[config.mk]
export PLATFORM = sky130hd
export DESIGN_NAME = biquad_cascade_engine
export DESIGN_NICKNAME = d
export VERILOG_FILES = /design/src/rtl/biquad_pkg.sv /design/src/rtl/biquad_mac.sv /design/src/rtl/biquad_hist.sv /design/src/rtl/biquad_cascade_engine.sv
export SDC_FILE = /design/constraint.sdc
export NUM_CORES = 2
export LEC_CHECK = 0
export BUFFER_PORTS_ARGS = -buffer_cell sky130_fd_sc_hd__buf_2
export CORE_MARGIN = 8
export CORE_UTILIZATION = 45
export CTS_BUF_LIST = sky130_fd_sc_hd__clkbuf_2 sky130_fd_sc_hd__clkbuf_4 sky130_fd_sc_hd__clkbuf_8
export CTS_CLUSTER_DIAMETER = 40
export CTS_CLUSTER_SIZE = 40
export DETAILED_ROUTE_END_ITERATION = 8
export GPL_TIMING_DRIVEN = 0
export PLACE_DENSITY_LB_ADDON = 0.25
export REMOVE_ABC_BUFFERS = 1
export SLEW_MARGIN = 15
export SYNTH_ARGS = -nofsm -noshare
export SYNTH_HDL_FRONTEND = slang
export SYNTH_SLANG_ARGS = --single-unit
export TNS_END_PERCENT = 100
[constraint.sdc]
create_clock -name clk -period 17.34 [get_ports clk]
set_clock_uncertainty 0.2 [all_clocks]
set_input_delay 1.734 -clock clk [delete_from_list [all_inputs] [get_ports clk]]
set_output_delay 1.734 -clock clk [all_outputs]
set_load 0.01 [all_outputs]
[src/rtl/biquad_pkg.sv]
package biquad_pkg;
    typedef enum logic {
        PH_IDLE = 1'b0,
        PH_RUN  = 1'b1
    } phase_e;

    localparam int unsigned TAPS    = 5;
    localparam int unsigned STEP_W  = 3;
    localparam logic [STEP_W-1:0] STEP_WB = 3'd5;
    localparam logic [STEP_W-1:0] STEP_A1 = 3'd4;
endpackage

[src/rtl/biquad_mac.sv]
module biquad_mac #(
    parameter int SAMPLE_W  = 16,
    parameter int COEF_W    = 32,
    parameter int COEF_FRAC = 30
) (
    input  logic                       clk,
    input  logic                       rst_n,
    input  logic                       en,
    input  logic                       first,
    input  logic                       sub,
    input  logic signed [COEF_W-1:0]   coef,
    input  logic signed [SAMPLE_W-1:0] opnd,
    output logic signed [SAMPLE_W-1:0] result
);
    localparam int PROD_W = SAMPLE_W + COEF_W;
    localparam int ACC_W  = PROD_W + 3;
    localparam logic signed [ACC_W-1:0] SMAX =
        $signed({{(ACC_W-SAMPLE_W+1){1'b0}}, {(SAMPLE_W-1){1'b1}}});
    localparam logic signed [ACC_W-1:0] SMIN =
        $signed({{(ACC_W-SAMPLE_W+1){1'b1}}, {(SAMPLE_W-1){1'b0}}});

    typedef struct packed {
        logic signed [ACC_W-1:0] acc;
    } mac_t;

    mac_t mac_d, mac_q;
    logic signed [PROD_W-1:0] prod;
    logic signed [ACC_W-1:0]  prod_ext;
    logic signed [ACC_W-1:0]  base;
    logic signed [ACC_W-1:0]  sum;
    logic signed [ACC_W-1:0]  scaled;

    always_comb begin
        prod     = opnd * coef;
        prod_ext = $signed({{(ACC_W-PROD_W){prod[PROD_W-1]}}, prod});
        base     = first ? '0 : mac_q.acc;
        sum      = sub ? (base - prod_ext) : (base + prod_ext);
        scaled   = sum >>> COEF_FRAC;
        if (scaled > SMAX) begin
            result = SMAX[SAMPLE_W-1:0];
        end else if (scaled < SMIN) begin
            result = SMIN[SAMPLE_W-1:0];
        end else begin
            result = scaled[SAMPLE_W-1:0];
        end
        mac_d = mac_q;
        if (en) begin
            mac_d.acc = sum;
        end
    end

    always_ff @(posedge clk or negedge rst_n) begin
        if (!rst_n) begin
            mac_q <= '0;
        end else begin
            mac_q <= mac_d;
        end
    end
endmodule

[src/rtl/biquad_hist.sv]
module biquad_hist #(
    parameter int N_SEC    = 12,
    parameter int SAMPLE_W = 16,
    parameter int SEC_W    = $clog2(N_SEC)
) (
    input  logic                clk,
    input  logic                rst_n,
    input  logic                clr,
    input  logic                wr,
    input  logic [SEC_W-1:0]    sec,
    input  logic [SAMPLE_W-1:0] x_new,
    input  logic [SAMPLE_W-1:0] y_new,
    output logic [SAMPLE_W-1:0] x1,
    output logic [SAMPLE_W-1:0] x2,
    output logic [SAMPLE_W-1:0] y1,
    output logic [SAMPLE_W-1:0] y2
);
    typedef struct packed {
        logic [N_SEC-1:0][SAMPLE_W-1:0] x1;
        logic [N_SEC-1:0][SAMPLE_W-1:0] x2;
        logic [N_SEC-1:0][SAMPLE_W-1:0] y1;
        logic [N_SEC-1:0][SAMPLE_W-1:0] y2;
    } hist_t;

    hist_t h_d, h_q;

    always_comb begin
        h_d = h_q;
        x1 = '0;
        x2 = '0;
        y1 = '0;
        y2 = '0;
        for (int i = 0; i < N_SEC; i++) begin
            if (sec == SEC_W'(i)) begin
                x1 = h_q.x1[i];
                x2 = h_q.x2[i];
                y1 = h_q.y1[i];
                y2 = h_q.y2[i];
                if (wr) begin
                    h_d.x2[i] = h_q.x1[i];
                    h_d.x1[i] = x_new;
                    h_d.y2[i] = h_q.y1[i];
                    h_d.y1[i] = y_new;
                end
            end
        end
        if (clr) begin
            h_d = '0;
        end
    end

    always_ff @(posedge clk or negedge rst_n) begin
        if (!rst_n) begin
            h_q <= '0;
        end else begin
            h_q <= h_d;
        end
    end
endmodule

[src/rtl/biquad_cascade_engine.sv]
module biquad_cascade_engine #(
    parameter int N_CH       = 4,
    parameter int MAX_STAGES = 3,
    parameter int SAMPLE_W   = 16,
    parameter int COEF_W     = 32,
    parameter int COEF_FRAC  = 30,
    parameter int CFG_RESET  = 2,
    parameter int N_SEC      = N_CH * MAX_STAGES,
    parameter int SEC_W      = $clog2(N_SEC),
    parameter int CFG_W      = $clog2(MAX_STAGES + 1)
) (
    input  logic                       clk,
    input  logic                       rst_n,
    input  logic                       cfg_we,
    input  logic [CFG_W-1:0]           cfg_in,
    input  logic                       frame_valid,
    input  logic [N_CH*SAMPLE_W-1:0]   sample_in,
    output logic                       coef_rd,
    output logic [SEC_W-1:0]           coef_sec,
    output logic [2:0]                 coef_idx,
    input  logic [COEF_W-1:0]          coef_data,
    output logic [N_CH*SAMPLE_W-1:0]   sample_out,
    output logic                       done
);
    import biquad_pkg::*;

    localparam int CH_W  = (N_CH > 1) ? $clog2(N_CH) : 1;
    localparam int STG_W = (MAX_STAGES > 1) ? $clog2(MAX_STAGES) : 1;

    typedef struct packed {
        phase_e                     phase;
        logic [CFG_W-1:0]           cfg;
        logic [CH_W-1:0]            ch;
        logic [STG_W-1:0]           stg;
        logic [STEP_W-1:0]          step;
        logic [N_CH*SAMPLE_W-1:0]   xin;
        logic [SAMPLE_W-1:0]        cur_x;
        logic [N_CH*SAMPLE_W-1:0]   yout;
        logic                       done;
    } eng_t;

    eng_t st_d, st_q;

    logic [SEC_W-1:0]           sec_idx;
    logic                       last_stg;
    logic                       last_ch;
    logic [CFG_W-1:0]           eff_cfg;
    logic [CH_W-1:0]            nxt_ch;
    logic                       hist_clr;
    logic                       hist_wr;
    logic [SAMPLE_W-1:0]        hx1, hx2, hy1, hy2;
    logic                       mac_en, mac_first, mac_sub;
    logic signed [SAMPLE_W-1:0] mac_opnd;
    logic signed [SAMPLE_W-1:0] mac_y;
    logic                       run_act;
    logic [CFG_W-1:0]           cfg_act;

    // sequencing of the shared datapath
    always_comb begin
        sec_idx   = SEC_W'(int'(st_q.stg) * N_CH + int'(st_q.ch));
        last_stg  = (int'(st_q.stg) == int'(st_q.cfg) - 1);
        last_ch   = (int'(st_q.ch) == N_CH - 1);
        run_act   = (st_q.phase == PH_RUN);
        mac_en    = run_act && (st_q.step != '0);
        mac_first = (st_q.step == STEP_W'(1));
        mac_sub   = (st_q.step >= STEP_A1);
        unique case (st_q.step)
            3'd1:    mac_opnd = $signed(st_q.cur_x);
            3'd2:    mac_opnd = $signed(hx1);
            3'd3:    mac_opnd = $signed(hx2);
            3'd4:    mac_opnd = $signed(hy1);
            3'd5:    mac_opnd = $signed(hy2);
            default: mac_opnd = '0;
        endcase
    end

    // next-state computation
    always_comb begin
        st_d      = st_q;
        st_d.done = 1'b0;
        hist_clr  = 1'b0;
        hist_wr   = 1'b0;
        eff_cfg   = cfg_we ? cfg_in : st_q.cfg;
        nxt_ch    = st_q.ch + 1'b1;
        unique case (st_q.phase)
            PH_IDLE: begin
                if (cfg_we) begin
                    st_d.cfg = cfg_in;
                    hist_clr = (cfg_in != st_q.cfg);
                end
                if (frame_valid) begin
                    if (eff_cfg == '0) begin
                        st_d.yout = sample_in;
                        st_d.done = 1'b1;
                    end else begin
                        st_d.phase = PH_RUN;
                        st_d.xin   = sample_in;
                        st_d.cur_x = sample_in[SAMPLE_W-1:0];
                        st_d.ch    = '0;
                        st_d.stg   = '0;
                        st_d.step  = '0;
                    end
                end
            end
            PH_RUN: begin
                if (st_q.step == STEP_WB) begin
                    hist_wr    = 1'b1;
                    st_d.step  = '0;
                    st_d.cur_x = mac_y;
                    if (last_stg) begin
                        st_d.yout[st_q.ch*SAMPLE_W +: SAMPLE_W] = mac_y;
                        if (last_ch) begin
                            st_d.phase = PH_IDLE;
                            st_d.done  = 1'b1;
                        end else begin
                            st_d.ch    = nxt_ch;
                            st_d.stg   = '0;
                            st_d.cur_x = st_q.xin[nxt_ch*SAMPLE_W +: SAMPLE_W];
                        end
                    end else begin
                        st_d.stg = st_q.stg + 1'b1;
                    end
                end else begin
                    st_d.step = st_q.step + 1'b1;
                end
            end
            default: st_d.phase = PH_IDLE;
        endcase
    end

    always_ff @(posedge clk or negedge rst_n) begin
        if (!rst_n) begin
            st_q     <= '0;
            st_q.cfg <= CFG_W'(CFG_RESET);
        end else begin
            st_q <= st_d;
        end
    end

    biquad_hist #(
        .N_SEC   (N_SEC),
        .SAMPLE_W(SAMPLE_W),
        .SEC_W   (SEC_W)
    ) u_hist (
        .clk  (clk),
        .rst_n(rst_n),
        .clr  (hist_clr),
        .wr   (hist_wr),
        .sec  (sec_idx),
        .x_new(st_q.cur_x),
        .y_new(mac_y),
        .x1   (hx1),
        .x2   (hx2),
        .y1   (hy1),
        .y2   (hy2)
    );

    biquad_mac #(
        .SAMPLE_W (SAMPLE_W),
        .COEF_W   (COEF_W),
        .COEF_FRAC(COEF_FRAC)
    ) u_mac (
        .clk   (clk),
        .rst_n (rst_n),
        .en    (mac_en),
        .first (mac_first),
        .sub   (mac_sub),
        .coef  ($signed(coef_data)),
        .opnd  (mac_opnd),
        .result(mac_y)
    );

    assign cfg_act    = st_q.cfg;
    assign coef_rd    = run_act && (st_q.step < STEP_WB);
    assign coef_sec   = sec_idx;
    assign coef_idx   = st_q.step;
    assign sample_out = st_q.yout;
    assign done       = st_q.done;
endmodule

==> reports/metrics.yaml <==
outcome:
  outcome: "completed"
synthesis:
  yosysMostFrequentCell: "nand2_1"
  synth_mux_area_frac: 0.00687
  synth_cell_types: 97
  synth_edf_count: 0
  ys_ff_latch: 974
  syn_inst: 7497
  yosys-top-cells-count: "1235 x nand2_1, 973 x dfrtp_1, 798 x a21oi_1, 604 x inv_1, 518 x nor2_1"
  syn_avg_cell_area_um2: 8.92
  yosys-top-cells-area: "dfrtp_1 36%, fa_1 15%, nand2_1 6.9%"
  synth_largest_area_cell: "dfrtp_1"
  synthDominantCellAreaShare: 0.364
  syn_area_um2: 66900
  synth_top_family_by_area: "compound AO/OA/AOI/OAI gates"
  ys_warn_count: 0
  synth_ff_type: "dfrtp_1"
  yosys.area_share.simple: 0.141
  async_flop_share: 1.00
  synthXorXnorAreaFrac: 0.0181
  synth_fa_ha_area_frac: 0.179
  synth_compound_area_frac: 0.215
  ys_seq_area_frac: 0.365
global_route:
  grt_pass1_wl_um: 321000
  antenna_found_initial: 6
  overflow: 0
  grt.total_usage: 0.245
  grt_pass1_vias: 54500
  grt_max_degree: 137
sta:
  finalCritPeriodShare: 0.965
  relSlewSlack: 0.120
  hold_violations: 0
  max_freq_mhz: 59.8
  period_needed_ns: 16.73
  drv_slew: 0
  rsz0062_at_grt: "false"
  worst_hold_slack_ns: 0.271
  tightest_slew_ns: 1.31
  setup_viol: 0
floorplan:
  core_um2: 148000
  dieWidth_um: 401
  start_util: 0.453
  rows: 141
  ioPinCount: 175
  dieArea_um2: 161000
  die_h_um: 401
placed_design:
  port_buffers: 174
  hpwlAfterDp_um: 143000
  gp_congestion: 0.882
setup_path:
  path_class: "flip-flop to flip-flop"
  cp.required_ns: 17.91
  cpMostUsedCell: "fa_1"
  arrival_ns: 17.30
  start_kind: "flip-flop"
  cpMaxStageDelayCell: "dfrtp_4"
  cp-end-kind: "flip-flop"
  max_stage_delay_ns: 0.64
  worstPathMaxFanout: 32
routing:
  topRoutingLayerUsed: "met4"
  vias: 55400
  dr_wl_met2_um: 92900
  first_pass_iters: 8
  wirelength_met1_um: 89500
  met3_length_um: 14500
  drt_iter0_drc: 6039
  drc: 0
  vias_per_cell: 5.94
  post_drt_wl_per_cell_um: 21.7
  wl_um: 202000
  ant_nets: 0
final_layout:
  drive_gt1_frac: 0.0996
  layout-area-overhead-vs-synth_pct: 9.80
  nNetsFinal: 8060
hold_path:
  hold_class: "flip-flop to flip-flop"
clock_network:
  postCtsHoldBufs: 0
  clock_path_buffers: 3
  root_buffer: "clkbuf_8"
  clkTransAtPathRegs_ns: 0.09
  cts_sinks: 974
  clock_latency_ns: 0.87
  numCtsBuffers: 121
  h-tree-depth: 3
  cts_tree: "yes"
flow_run:
  maxCapViolCount: 0
## kinds of logic (layout without fill, tap and decap cells)
logic type               after synthesis  in the layout
multiplexers                          25             25
XOR/XNOR                             138            138
AND/OR/NAND/NOR                     2210           2214
adder cells (fa/ha/maj)              663            663
buffers and inverters               1247           1148
flip-flops                           974            974
AO/OA/AOI/OAI                       2240           2240
other                                  0              6
## metrics by stage
| step | worst slack (ns) | cells | instance area (µm²) | TNS (ns) | util |
|---|---|---|---|---|---|
| after floorplan | -0.994 | 6856 | 64100 | -213.77 | - |
| after global placement | -11.25 | 8960 | 67400 | - | 0.456 |
| after detailed placement | -2.78 | 9089 | 70100 | -597.82 | 0.474 |
| after CTS | 0.0472 | 9328 | 73300 | 0 | 0.496 |
| after global routing | 0.0182 | 9335 | 73400 | 0 | 0.497 |
| final | 0.609 | 9338 | 73400 | 0 | 0.497 |
## path summary, 6_finish.rpt
| check | startpoint | end | slack, ns | cells past startpoint |
|---|---|---|---|---|
| setup / recovery | st_q[150]$_DFFE_PN0P_ | u_hist.h_q[327]$_DFFE_PN0P_ | 0.61 | 59 |
| hold reg to reg | u_mac.mac_q[25]$_DFFE_PN0P_ | u_mac.mac_q[25]$_DFFE_PN0P_ | 0.27 | 2 |
| setup reg to reg | st_q[150]$_DFFE_PN0P_ | u_hist.h_q[327]$_DFFE_PN0P_ | 0.61 | 59 |
| min in group asynchronous | rst_n | u_hist.h_q[363]$_DFFE_PN0P_ | 0.63 | 1 |
| hold / removal | u_mac.mac_q[25]$_DFFE_PN0P_ | u_mac.mac_q[25]$_DFFE_PN0P_ | 0.27 | 2 |
| max in group asynchronous | rst_n | u_mac.mac_q[2]$_DFFE_PN0P_ | 14.64 | 3 |
## cells in the final DEF, fill, tap and decap left out, drive strengths merged, types with 19 or more instances in the layout
cell / netlist / routed
nand2b: 62 / 62
a22o: 315 / 315
o211ai: 95 / 95
buf: 135 / 312
nand3: 55 / 56
xor2: 53 / 53
o21ai: 509 / 509
or2: 34 / 34
a211oi: 40 / 40
nor2b: 41 / 41
fa: 488 / 488
a31oi: 19 / 19
xnor2: 85 / 85
o21a: 35 / 35
and2: 116 / 118
nor4: 20 / 20
a22oi: 78 / 78
a21o: 50 / 50
ha: 175 / 175
dfrtp: 973 / 973
nor3: 33 / 33
and3: 28 / 28
nor2: 518 / 519
clkinv: 1 / 27
a221oi: 65 / 65
nand2: 1235 / 1235
o311ai: 61 / 61
inv: 605 / 630
a21oi: 804 / 804
a311oi: 63 / 63
clkbuf: 506 / 153
## area by class of cell
cell class                 instances  area (µm²)
sequential                       974       24400
timing repair buffer             312        3160
fill                           13700       74200
clock buffer                     153        2020
multi-input combinational       5280       38200
inverter                         606        2270
antenna                            6        15.0
clock inverter                    77         953
tap                             1930        2410
## registers in the layout, indices dropped and copies added (netlist names)
register / flops
u_mac.mac_q: 51
sample_out: 64
st_q: 84
u_hist.h_q: 768
coef_idx: 3
cfg_act: 2
run_act: 1
done: 1
## repair_timing
| action | in CTS | in global routing |
|---|---|---|
| endpoints found under the setup margin | 273 | 273 |
| buffers inserted | 5 | 4 |
| resized for setup | 28 | 27 |
| cloned | 4 | 0 |
| pin swaps | 4 | 2 |
## metal layers
layer  GRT usage  vias up
met2       0.383     2109
met5           0        -
met1       0.356    28000
met3      0.0372      299
li1            -    25000
met4      0.0655        0
## worst max-delay path: cells and delay by family, from the launching register on
family | cells | cell delay (ns)
AO/OA/AOI/OAI | 19 | 4.80
XOR/XNOR | 3 | 0.60
adder cells (fa/ha/maj) | 9 | 3.97
buffers and inverters | 11 | 1.88
flip-flops | 1 | 0.64
AND/OR/NAND/NOR | 17 | 4.44
Power is left out: the tool's default activity adds up to more than one toggle a clock period on the data nets, which glitch-free logic cannot reach.
